**config.mk**
```make
export PLATFORM = sky130hd
export DESIGN_NAME = tmr16_buffered
export DESIGN_NICKNAME = d
export VERILOG_FILES = /design/src/rtl/tmr16_pkg.sv /design/src/rtl/tmr16_edge_sync.sv /design/src/rtl/tmr16_prescaler.sv /design/src/rtl/tmr16_core.sv /design/src/rtl/tmr16_buffered.sv
export SDC_FILE = /design/constraint.sdc
export NUM_CORES = 1
export LEC_CHECK = 0
export ABC_AREA = 1
export ABC_CLOCK_PERIOD_IN_PS = 2650
export BUFFER_PORTS_ARGS = -buffer_cell sky130_fd_sc_hd__buf_2
export CAP_MARGIN = 20
export CELL_PAD_IN_SITES_DETAIL_PLACEMENT = 1
export CELL_PAD_IN_SITES_GLOBAL_PLACEMENT = 1
export CORE_ASPECT_RATIO = 0.7
export CORE_MARGIN = 2
export CORE_UTILIZATION = 43
export CTS_BUF_LIST = sky130_fd_sc_hd__clkbuf_4 sky130_fd_sc_hd__clkbuf_8
export CTS_CLUSTER_SIZE = 24
export DETAILED_ROUTE_END_ITERATION = 12
export PLACE_DENSITY_LB_ADDON = 0.1
export REMOVE_ABC_BUFFERS = 1
export SYNTH_ARGS = -nofsm -noshare
export SYNTH_HDL_FRONTEND = slang
export SYNTH_HIERARCHICAL = 1
export SYNTH_SLANG_ARGS = --single-unit
```
**constraint.sdc**
```tcl
create_clock -name clk -period 2.65 [get_ports clk]
set_input_delay 0.265 -clock clk [delete_from_list [all_inputs] [get_ports clk]]
set_output_delay 0.265 -clock clk [all_outputs]
set_load 0.05 [all_outputs]
```
**src/rtl/tmr16_pkg.sv**
```systemverilog
package tmr16_pkg;

    localparam int BYTE_W = 8;
    localparam int CNT_W  = 2 * BYTE_W;

    typedef enum logic [1:0] {
        A_CTRL = 2'd0,
        A_LO   = 2'd1,
        A_HI   = 2'd2,
        A_IRQ  = 2'd3
    } reg_addr_e;

    typedef struct packed {
        logic       wide;
        logic [1:0] div_sel;
        logic       sync_sel;
        logic       src_ext;
        logic       run;
    } ctrl_t;

    function automatic ctrl_t ctrl_from_byte(input logic [BYTE_W-1:0] b);
        ctrl_t c;
        c.wide     = b[7];
        c.div_sel  = b[5:4];
        c.sync_sel = b[2];
        c.src_ext  = b[1];
        c.run      = b[0];
        return c;
    endfunction

    function automatic logic [BYTE_W-1:0] ctrl_to_byte(input ctrl_t c);
        return {c.wide, 1'b0, c.div_sel, 1'b0, c.sync_sel, c.src_ext, c.run};
    endfunction

    function automatic logic [BYTE_W-1:0] div_mask(input logic [1:0] sel);
        return BYTE_W'((1 << sel) - 1);
    endfunction

endpackage

```
**src/rtl/tmr16_edge_sync.sv**
```systemverilog
module tmr16_edge_sync #(
    parameter int STAGES = 2
) (
    input  logic clk,
    input  logic rst,
    input  logic async_in,
    output logic rise_pulse
);
    logic [STAGES-1:0] chain_q;
    logic              last_q;

    genvar g;
    generate
        for (g = 0; g < STAGES; g++) begin : g_stage
            if (g == 0) begin : g_first
                always_ff @(posedge clk) begin
                    if (rst) chain_q[0] <= 1'b0;
                    else     chain_q[0] <= async_in;
                end
            end else begin : g_next
                always_ff @(posedge clk) begin
                    if (rst) chain_q[g] <= 1'b0;
                    else     chain_q[g] <= chain_q[g-1];
                end
            end
        end
    endgenerate

    always_ff @(posedge clk) begin
        if (rst) last_q <= 1'b0;
        else     last_q <= chain_q[STAGES-1];
    end

    assign rise_pulse = chain_q[STAGES-1] & ~last_q;
endmodule

```
**src/rtl/tmr16_prescaler.sv**
```systemverilog
module tmr16_prescaler
    import tmr16_pkg::*;
#(
    parameter int PSC_W = 3
) (
    input  logic       clk,
    input  logic       rst,
    input  logic       clear,
    input  logic       tick,
    input  logic [1:0] div_sel,
    output logic       pulse
);
    logic [PSC_W-1:0]  phase_q;
    logic [BYTE_W-1:0] mask_full;
    logic [PSC_W-1:0]  mask;

    assign mask_full = div_mask(div_sel);
    assign mask      = mask_full[PSC_W-1:0];
    assign pulse     = tick && !clear && (phase_q == mask);

    always_ff @(posedge clk) begin
        if (rst)        phase_q <= '0;
        else if (clear) phase_q <= '0;
        else if (tick)  phase_q <= pulse ? '0 : phase_q + PSC_W'(1);
    end
endmodule

```
**src/rtl/tmr16_core.sv**
```systemverilog
module tmr16_core
    import tmr16_pkg::*;
(
    input  logic              clk,
    input  logic              rst,
    input  logic              inc,
    input  logic              trig,
    input  logic              wide,
    input  logic              wr_lo,
    input  logic              wr_hi,
    input  logic              rd_lo,
    input  logic [BYTE_W-1:0] wdata,
    output logic [CNT_W-1:0]  count,
    output logic [BYTE_W-1:0] hold,
    output logic              wrap
);
    logic [CNT_W-1:0]  cnt_q;
    logic [BYTE_W-1:0] hold_q;
    logic              any_wr;
    logic              live_wr;
    logic              clr_eff;
    logic              adv;

    assign any_wr  = wr_lo | wr_hi;
    assign live_wr = wr_lo | (wr_hi & ~wide);
    assign clr_eff = trig & ~any_wr;
    assign adv     = inc & ~live_wr & ~clr_eff;
    assign wrap    = adv & (cnt_q == '1);

    always_ff @(posedge clk) begin
        if (rst) begin
            cnt_q  <= '0;
            hold_q <= '0;
        end else begin
            if (clr_eff)  cnt_q <= '0;
            else if (adv) cnt_q <= cnt_q + CNT_W'(1);

            if (wr_lo) begin
                cnt_q[BYTE_W-1:0] <= wdata;
                if (wide) cnt_q[CNT_W-1:BYTE_W] <= hold_q;
            end
            if (wr_hi) begin
                if (wide) hold_q <= wdata;
                else      cnt_q[CNT_W-1:BYTE_W] <= wdata;
            end
            if (rd_lo && wide) hold_q <= cnt_q[CNT_W-1:BYTE_W];
        end
    end

    assign count = cnt_q;
    assign hold  = hold_q;
endmodule

```
**src/rtl/tmr16_buffered.sv**
```systemverilog
module tmr16_buffered
    import tmr16_pkg::*;
#(
    parameter int PSC_W       = 3,
    parameter int SYNC_STAGES = 2
) (
    input  logic              clk,
    input  logic              rst,
    input  logic [1:0]        bus_addr,
    input  logic              bus_wr,
    input  logic              bus_rd,
    input  logic [BYTE_W-1:0] bus_wdata,
    output logic [BYTE_W-1:0] bus_rdata,
    input  logic              ext_clk,
    input  logic              trig,
    output logic              irq
);
    ctrl_t             ctrl_q;
    logic              ovf_flag;
    logic              irq_en;
    logic              ext_rise;
    logic              tick;
    logic              step;
    logic              wrap;
    logic [CNT_W-1:0]  count_val;
    logic [BYTE_W-1:0] hold_val;
    logic              wide_mode;
    logic              run_on;
    logic              wr_ctrl, wr_lo, wr_hi, wr_irq, rd_lo;
    reg_addr_e         addr_e;

    assign addr_e    = reg_addr_e'(bus_addr);
    assign wr_ctrl   = bus_wr && addr_e == A_CTRL;
    assign wr_lo     = bus_wr && addr_e == A_LO;
    assign wr_hi     = bus_wr && addr_e == A_HI;
    assign wr_irq    = bus_wr && addr_e == A_IRQ;
    assign rd_lo     = bus_rd && addr_e == A_LO;
    assign wide_mode = ctrl_q.wide;
    assign run_on    = ctrl_q.run;

    always_ff @(posedge clk) begin
        if (rst)          ctrl_q <= '0;
        else if (wr_ctrl) ctrl_q <= ctrl_from_byte(bus_wdata);
    end

    tmr16_edge_sync #(.STAGES(SYNC_STAGES)) u_sync (
        .clk        (clk),
        .rst        (rst),
        .async_in   (ext_clk),
        .rise_pulse (ext_rise)
    );

    assign tick = ctrl_q.run && (ctrl_q.src_ext ? ext_rise : 1'b1);

    tmr16_prescaler #(.PSC_W(PSC_W)) u_psc (
        .clk     (clk),
        .rst     (rst),
        .clear   (wr_lo),
        .tick    (tick),
        .div_sel (ctrl_q.div_sel),
        .pulse   (step)
    );

    tmr16_core u_core (
        .clk   (clk),
        .rst   (rst),
        .inc   (step),
        .trig  (trig),
        .wide  (ctrl_q.wide),
        .wr_lo (wr_lo),
        .wr_hi (wr_hi),
        .rd_lo (rd_lo),
        .wdata (bus_wdata),
        .count (count_val),
        .hold  (hold_val),
        .wrap  (wrap)
    );

    always_ff @(posedge clk) begin
        if (rst) begin
            ovf_flag <= 1'b0;
            irq_en   <= 1'b0;
        end else begin
            if (wr_irq) begin
                ovf_flag <= bus_wdata[0];
                irq_en   <= bus_wdata[1];
            end
            if (wrap) ovf_flag <= 1'b1;
        end
    end

    assign irq = ovf_flag & irq_en;

    always_comb begin
        unique case (addr_e)
            A_CTRL:  bus_rdata = ctrl_to_byte(ctrl_q);
            A_LO:    bus_rdata = count_val[BYTE_W-1:0];
            A_HI:    bus_rdata = ctrl_q.wide ? hold_val : count_val[CNT_W-1:BYTE_W];
            default: bus_rdata = {{(BYTE_W-2){1'b0}}, irq_en, ovf_flag};
        endcase
    end
endmodule

```
## Word level (Yosys, flattened, before mapping)

Cells that the tools add are included.

| word-level totals | value |
|---|---|
| output and inout bits | 9 |
| bits in registers | 38 |
| word-level logic and storage cells | 69 |
| bits of input ports | 16 |

| cells by class | value |
|---|---|
| mux-type cells | 15 |
| shift operators | 1 |
| eq/ne operators | 5 |
| bitwise logic cells | 14 |
| reduce and logical (&&, ||, !) cells | 17 |
| add/sub/neg operators | 3 |

Operator list:

| operator | count |
|---|---|
| 8-bit two-way mux | 7 |
| 16-bit two-way mux | 3 |
| 8-bit case mux with 3 select lines | 1 |
| 16-bit by 1-bit adder with 16-bit output (second input constant) | 1 |
| 16-bit == test (second input constant) | 1 |
| 1-bit logical AND | 9 |
| 1-bit AND | 7 |
| 2-bit nonzero test | 3 |
| 1-bit NOT | 5 |
| 2-bit == test (second input constant) | 2 |
| 3-bit by 1-bit adder with 3-bit output (second input constant) | 1 |
| 3-bit == test | 1 |
| 1-bit two-way mux | 3 |
| 3-bit two-way mux | 1 |
| 3-bit nonzero test | 1 |
| 1-bit by 2-bit left shift with 3-bit output (first input constant) | 1 |
| 3-bit by 2-bit subtractor with 3-bit output (second input constant) | 1 |
| 2-bit by 1-bit == test with 1-bit output (second input constant) | 1 |
| 2-bit logical NOT | 1 |
| 1-bit OR | 2 |
| 2-bit AND reduction | 1 |
| 2-bit OR reduction | 1 |
| 1-bit logical NOT | 1 |

## Longest topological paths before layout

| depth | value |
|---|---|
| depth after elaboration | 14 |
| depth in mapped cells | 18 |

## Cells and area by module

Netlist, hierarchy kept.

By module, submodules not included:

| module | cells each | instances | seq. area each (sq um) | area each (sq um) |
|---|---|---|---|---|
| tmr16_core | 250 | 1 | 480.5 | 1,589.0 |
| tmr16_buffered | 107 | 1 | 160.2 | 616.8 |
| tmr16_prescaler | 36 | 1 | 60.1 | 229.0 |
| tmr16_edge_sync | 10 | 1 | 60.1 | 86.3 |

## Least setup slack after synthesis

OpenSTA, ideal clock, no wires.

| timing | value |
|---|---|
| path kind | reg-to-reg |
| from | register u_sync.chain_q[1] |
| to | register ovf_flag |
| arrival time | 2,209 ps |
| path buffers | 0 |
| setup time | 70 ps |
| setup slack | 372 ps |
| stages on the path, launching flop included | 17 |
| path through | dfxtp_1 > inv_1 > nor2_1 > inv_1 > a21boi_0 > nand2_2 > nor2_2 > nand3_2 > inv_1 > a21boi_1 > nand2_2 > nor3_1 > nand2_1 > nor4_1 > or2_2 > nand2_1 > a21oi_1 |

| on the way | value |
|---|---|
| word-level cells in the longest chain between the ends | 9 |
| elaborated cells on any way between the ends | 10 |

RTL lines:

| what | line | source |
|---|---|---|
| from (decl) | tmr16_edge_sync.sv:9 | `logic [STAGES-1:0] chain_q;` |
| from (signal, indexed assignment) | tmr16_edge_sync.sv:23 | `else chain_q[g] <= chain_q[g-1];` |
| 1-bit AND * | tmr16_edge_sync.sv:34 | `assign rise_pulse = chain_q[STAGES-1] & ~last_q;` |
| net ext_rise | tmr16_buffered.sv:21 | `logic ext_rise;` |
| 1-bit two-way mux * | tmr16_buffered.sv:53 | `assign tick = ctrl_q.run && (ctrl_q.src_ext ? ext_rise : 1'b1);` |
| 1-bit logical AND * | tmr16_buffered.sv:53 |  |
| net tick | tmr16_buffered.sv:22 | `logic tick;` |
| 1-bit logical AND * (2 in a row) | tmr16_prescaler.sv:19 | `assign pulse = tick && !clear && (phase_q == mask);` |
| net step | tmr16_buffered.sv:23 | `logic step;` |
| 1-bit AND * (2 in a row) | tmr16_core.sv:27 | `assign adv = inc & ~live_wr & ~clr_eff;` |
| 1-bit AND * | tmr16_core.sv:28 | `assign wrap = adv & (cnt_q == '1);` |
| net wrap | tmr16_buffered.sv:24 | `logic wrap;` |
| 1-bit two-way mux or 2-bit nonzero test (tied branches) | n/a |  |
| to (signal assigned) | tmr16_buffered.sv:85 | `ovf_flag <= bus_wdata[0];` |
| to (decl) | tmr16_buffered.sv:19 | `logic ovf_flag;` |

The timed path passes the listed nets; every way through them passes the cells marked *.
A chain may end at the register's enable or synchronous reset.

## Final worst setup path

Ends and elaborated chain as after synthesis.

==> results.txt <==
----------------------------------------------------
[Status]
  Run status ... completed

[Synth]
  Post-Synthesis Cells ... 403
  Post-synth EDFFs ... 0
  Share of the synthesized area in the top cell type ... 0.3017
  Xor/xnor share of the synthesized area ... 0.006948
  Sequential area share after synthesis ... 0.3017
  Yosys warns ... 6
  Avg Inst Size Synth ... 6.256 sq um
  Adder-cell area share of the yosys netlist ... 0.009926
  Top-count cell post-synth ... sky130_fd_sc_hd__nand2_1
  Post-synthesis share of cell area spent on and, or, nand and nor gates ... 0.3886
  Multiplexer fraction of the synthesized cell area ... 0.003970
  Leading post-synthesis cells by cell area ... sky130_fd_sc_hd__dfxtp_1, sky130_fd_sc_hd__nand2_1, sky130_fd_sc_hd__inv_1, sky130_fd_sc_hd__nor2_1, sky130_fd_sc_hd__o21ai_0
  Commonest cells in the synthesized netlist ... sky130_fd_sc_hd__nand2_1, sky130_fd_sc_hd__inv_1, sky130_fd_sc_hd__nor2_1
  Ys async rst share ... 0
  Post-synth top area cell ... sky130_fd_sc_hd__dfxtp_1
  Number of different library cells in the post-synthesis netlist ... 37
  Fraction of the mapped netlist area in compound gates ... 0.1608
  Cell area after synthesis ... 0.002521 sq mm
  Dominant synthesized flop cell ... sky130_fd_sc_hd__dfxtp_1
  Largest family of logic cells by synthesized area ... simple AND/OR/NAND/NOR gates
  Flip-flop and latch count after synthesis ... 38

[Drt]
  Average wire per cell in the routed design ... 16.71 um
  Remaining DRCs ... 0
  Count of routing violations after the opening detailed-route iteration ... roughly 200
  Detailed-routing iteration count for the pre-antenna-repair pass ... 4
  Antenna viol nets, final ... 0
  Post-detailed-routing wire length ... 8.453 mm
  Total via count in the routed design ... between 2000 and 3000
  Vias/cell ... around 5.3

[Worst setup path]
  Worst setup SP type ... flip-flop
  Setup CP Type ... reg2reg
  Crit end category ... flip-flop
  Max Fanout on Critical Path ... 5
  Arrival time of the worst setup path ... 2.56 ns
  Worst EP required ... 2.88 ns

[Final layout]
  Area growth from synthesis to layout ... 11.17%
  Post-Layout Cell Count ... slightly above 500
  Final Cell Area ... 0.002803 sq mm
  Share of cells above drive strength 1 ... 0.1555
  Antenna diode count ... 0
  Nets ... 448

[Timing]
  RSZ-0062 raised after global routing ... no
  Time the final worst path needs with I/O delays and setup ... 2.329 ns
  Setup TNS ... 0 ns
  Final hold slack ... 0.1616 ns
  Highest Clock Rate ... approximately 0.43 GHz
  Worst slew margin ... 0.5202
  Final Slew Violations ... 0
  Share of the clock period used by the worst path ... 0.8789
  Number of hold violations in the final report ... 0
  Slew at the pin closest to its max-slew limit ... 0.7150 ns
  Number of endpoints failing setup at the final stage ... 0
  Clock tree skew after final layout ... between 0.005 and 0.006 ns

[Floorplanning]
  Die Width ... 95.52 um
  Starting density of the core ... 0.4425
  Die H ... 68.07 um
  I/O pins ... 25
  Total die area ... about 0.0065 sq mm
  Cell row count ... 23
  Area inside the core boundary ... about 0.0057 sq mm

[Global route]
  Vias in the first global route ... 2637
  Global-route total usage across every layer ... 0.2796
  Largest net degree at the start of global routing ... 21
  Initial antenna violation count ... 0
  Wire length of the first global-routing pass ... 13.48 mm
  Total congestion overflow after global routing ... 0

[Clocking]
  Root cell of the clock tree ... sky130_fd_sc_hd__clkbuf_8
  Worst-case clock buffer depth ... 2
  Number of instances resized during post-cts repair ... 0
  Number of clock sinks ... 38
  Buffers inserted by post-CTS timing repair ... 0
  Clock edge transition at the registers on the reported setup and hold paths ... 0.08 ns
  Number of CTS-inserted buffers ... 5
  Count of hold buffers inserted by post-cts repair ... 0
  H-tree depth ... 2
  Insertion delay to the later sink of the worst-skew pair ... 0.30 ns
  TritonCTS clock tree ... yes

[Run]
  Max Cap Violations ... 0

[Placed design]
  Routability Congestion ... ~0.88
  HPWL reported at the end of detailed placement ... 6.485 mm
  I/O Buffers ... 24
  Number of placed instances, taps included ... 498
  Area of placed instances ... between 0.002 and 0.003 sq mm

[Pwr]
  Power per Cell Area ... between 400 and 500 mW/mm^2
  Total design power ... 1252 uW
  Leak ... 0.001228 uW
  Max rail drop VDD ... 0.1823 mV

[Worst hold path]
  Type of the most critical hold path ... in2reg

----------------------------------------------------
-- final timing paths --
| path | from | to | slack [ns] | cells after the start |
|---|---|---|---|---|
| worst max-delay path | u_sync/chain_q[1] | ovf_flag | 0.32 | 16 |
| worst min-delay path | ext_clk | u_sync/chain_q[0] | 0.16 | 3 |
| worst max register to register | u_sync/chain_q[1] | ovf_flag | 0.32 | 16 |
| worst min register to register | u_sync/chain_q[0] | u_sync/chain_q[1] | 0.43 | 2 |
-- report_power, final --
group	total, uW	internal, uW	switching, uW	leakage (uW)
Combinational	197	56.1	141	0.000868
Clock	441	221	221	0.0000517
Sequential	613	588	25.0	0.000309
Total	1250	865	387	0.00123
-- area by class of cell --
type,instances,area [sq um]
clock buffers,7,90.09
multi-input cells,285,1438
repair buffers,26,135.1
inverters,74,280.3
well taps,75,93.84
fillers,823,2895
flip-flops and latches,38,760.7
clock inverters,1,5.005
-- per-layer routing --
layer / global-route usage / wire, um
met4: 0.08571 / 107
met2: 0.4353 / 3559
met1: 0.3929 / 4135
met3: 0.05286 / 651
met5: 0 / 0
-- through the flow --
stage / setup WS (ns) / utilization
6_report: 0.3209 / 0.4919
3_3_place_gp: 0.4030 / 0.4752
5_1_grt: 0.01993 / 0.4919
3_5_place_dp: 0.2732 / 0.4752
4_1_cts: 0.3042 / 0.4919
2_1_floorplan: 0.3716 / -
-- cells in the final DEF (no fill, tap or decap), types with 5 or more instances in the layout --
| master | synthesis | final |
|---|---|---|
| sky130_fd_sc_hd__nand2_4 | 5 | 5 |
| sky130_fd_sc_hd__o221ai_1 | 8 | 8 |
| sky130_fd_sc_hd__nand4_1 | 7 | 7 |
| sky130_fd_sc_hd__a21oi_1 | 10 | 10 |
| sky130_fd_sc_hd__nor2_2 | 5 | 5 |
| sky130_fd_sc_hd__o21ai_0 | 32 | 32 |
| sky130_fd_sc_hd__dfxtp_1 | 38 | 38 |
| sky130_fd_sc_hd__nand2_2 | 5 | 5 |
| sky130_fd_sc_hd__inv_1 | 68 | 68 |
| sky130_fd_sc_hd__nor2_1 | 46 | 46 |
| sky130_fd_sc_hd__nand3_1 | 31 | 31 |
| sky130_fd_sc_hd__buf_2 | 1 | 24 |
| sky130_fd_sc_hd__clkbuf_8 | 0 | 6 |
| sky130_fd_sc_hd__inv_2 | 5 | 5 |
| sky130_fd_sc_hd__nand2_1 | 100 | 100 |
-- logic make-up after synthesis --
kind of cell,after synthesis
and+or+nand+nor,212
buffers and inverters,80
AOI/OAI and AO/OA,68
DFF,38
xor gates and xnor gates,2
adders and majority gates,2
muxes,1
-- flip-flops by register name (all words and copies together) (netlist names) --
| name | flops |
|---|---|
| u_core/count | 16 |
| u_core/hold | 8 |
| ctrl_q | 4 |
| u_psc/phase_q | 3 |
| u_sync/chain_q | 2 |
| irq_en | 1 |
| ovf_flag | 1 |
| run_on | 1 |
| u_sync/last_q | 1 |
| wide_mode | 1 |
-- critical path, cell delays in order (launching register included) --
cell	delay, ns
sky130_fd_sc_hd__dfxtp_1	0.31
sky130_fd_sc_hd__inv_1	0.05
sky130_fd_sc_hd__nor2_1	0.08
sky130_fd_sc_hd__inv_1	0.04
sky130_fd_sc_hd__a21boi_0	0.25
sky130_fd_sc_hd__nand2_2	0.09
sky130_fd_sc_hd__nor2_2	0.12
sky130_fd_sc_hd__nand3_2	0.09
sky130_fd_sc_hd__inv_1	0.12
sky130_fd_sc_hd__a21boi_1	0.21
sky130_fd_sc_hd__nand2_2	0.11
sky130_fd_sc_hd__nor3_1	0.15
sky130_fd_sc_hd__nand2_1	0.07
sky130_fd_sc_hd__nor4_1	0.23
sky130_fd_sc_hd__or2_2	0.17
sky130_fd_sc_hd__nand2_1	0.06
sky130_fd_sc_hd__a21oi_1	0.13
(Power assumes the default switching activity.)
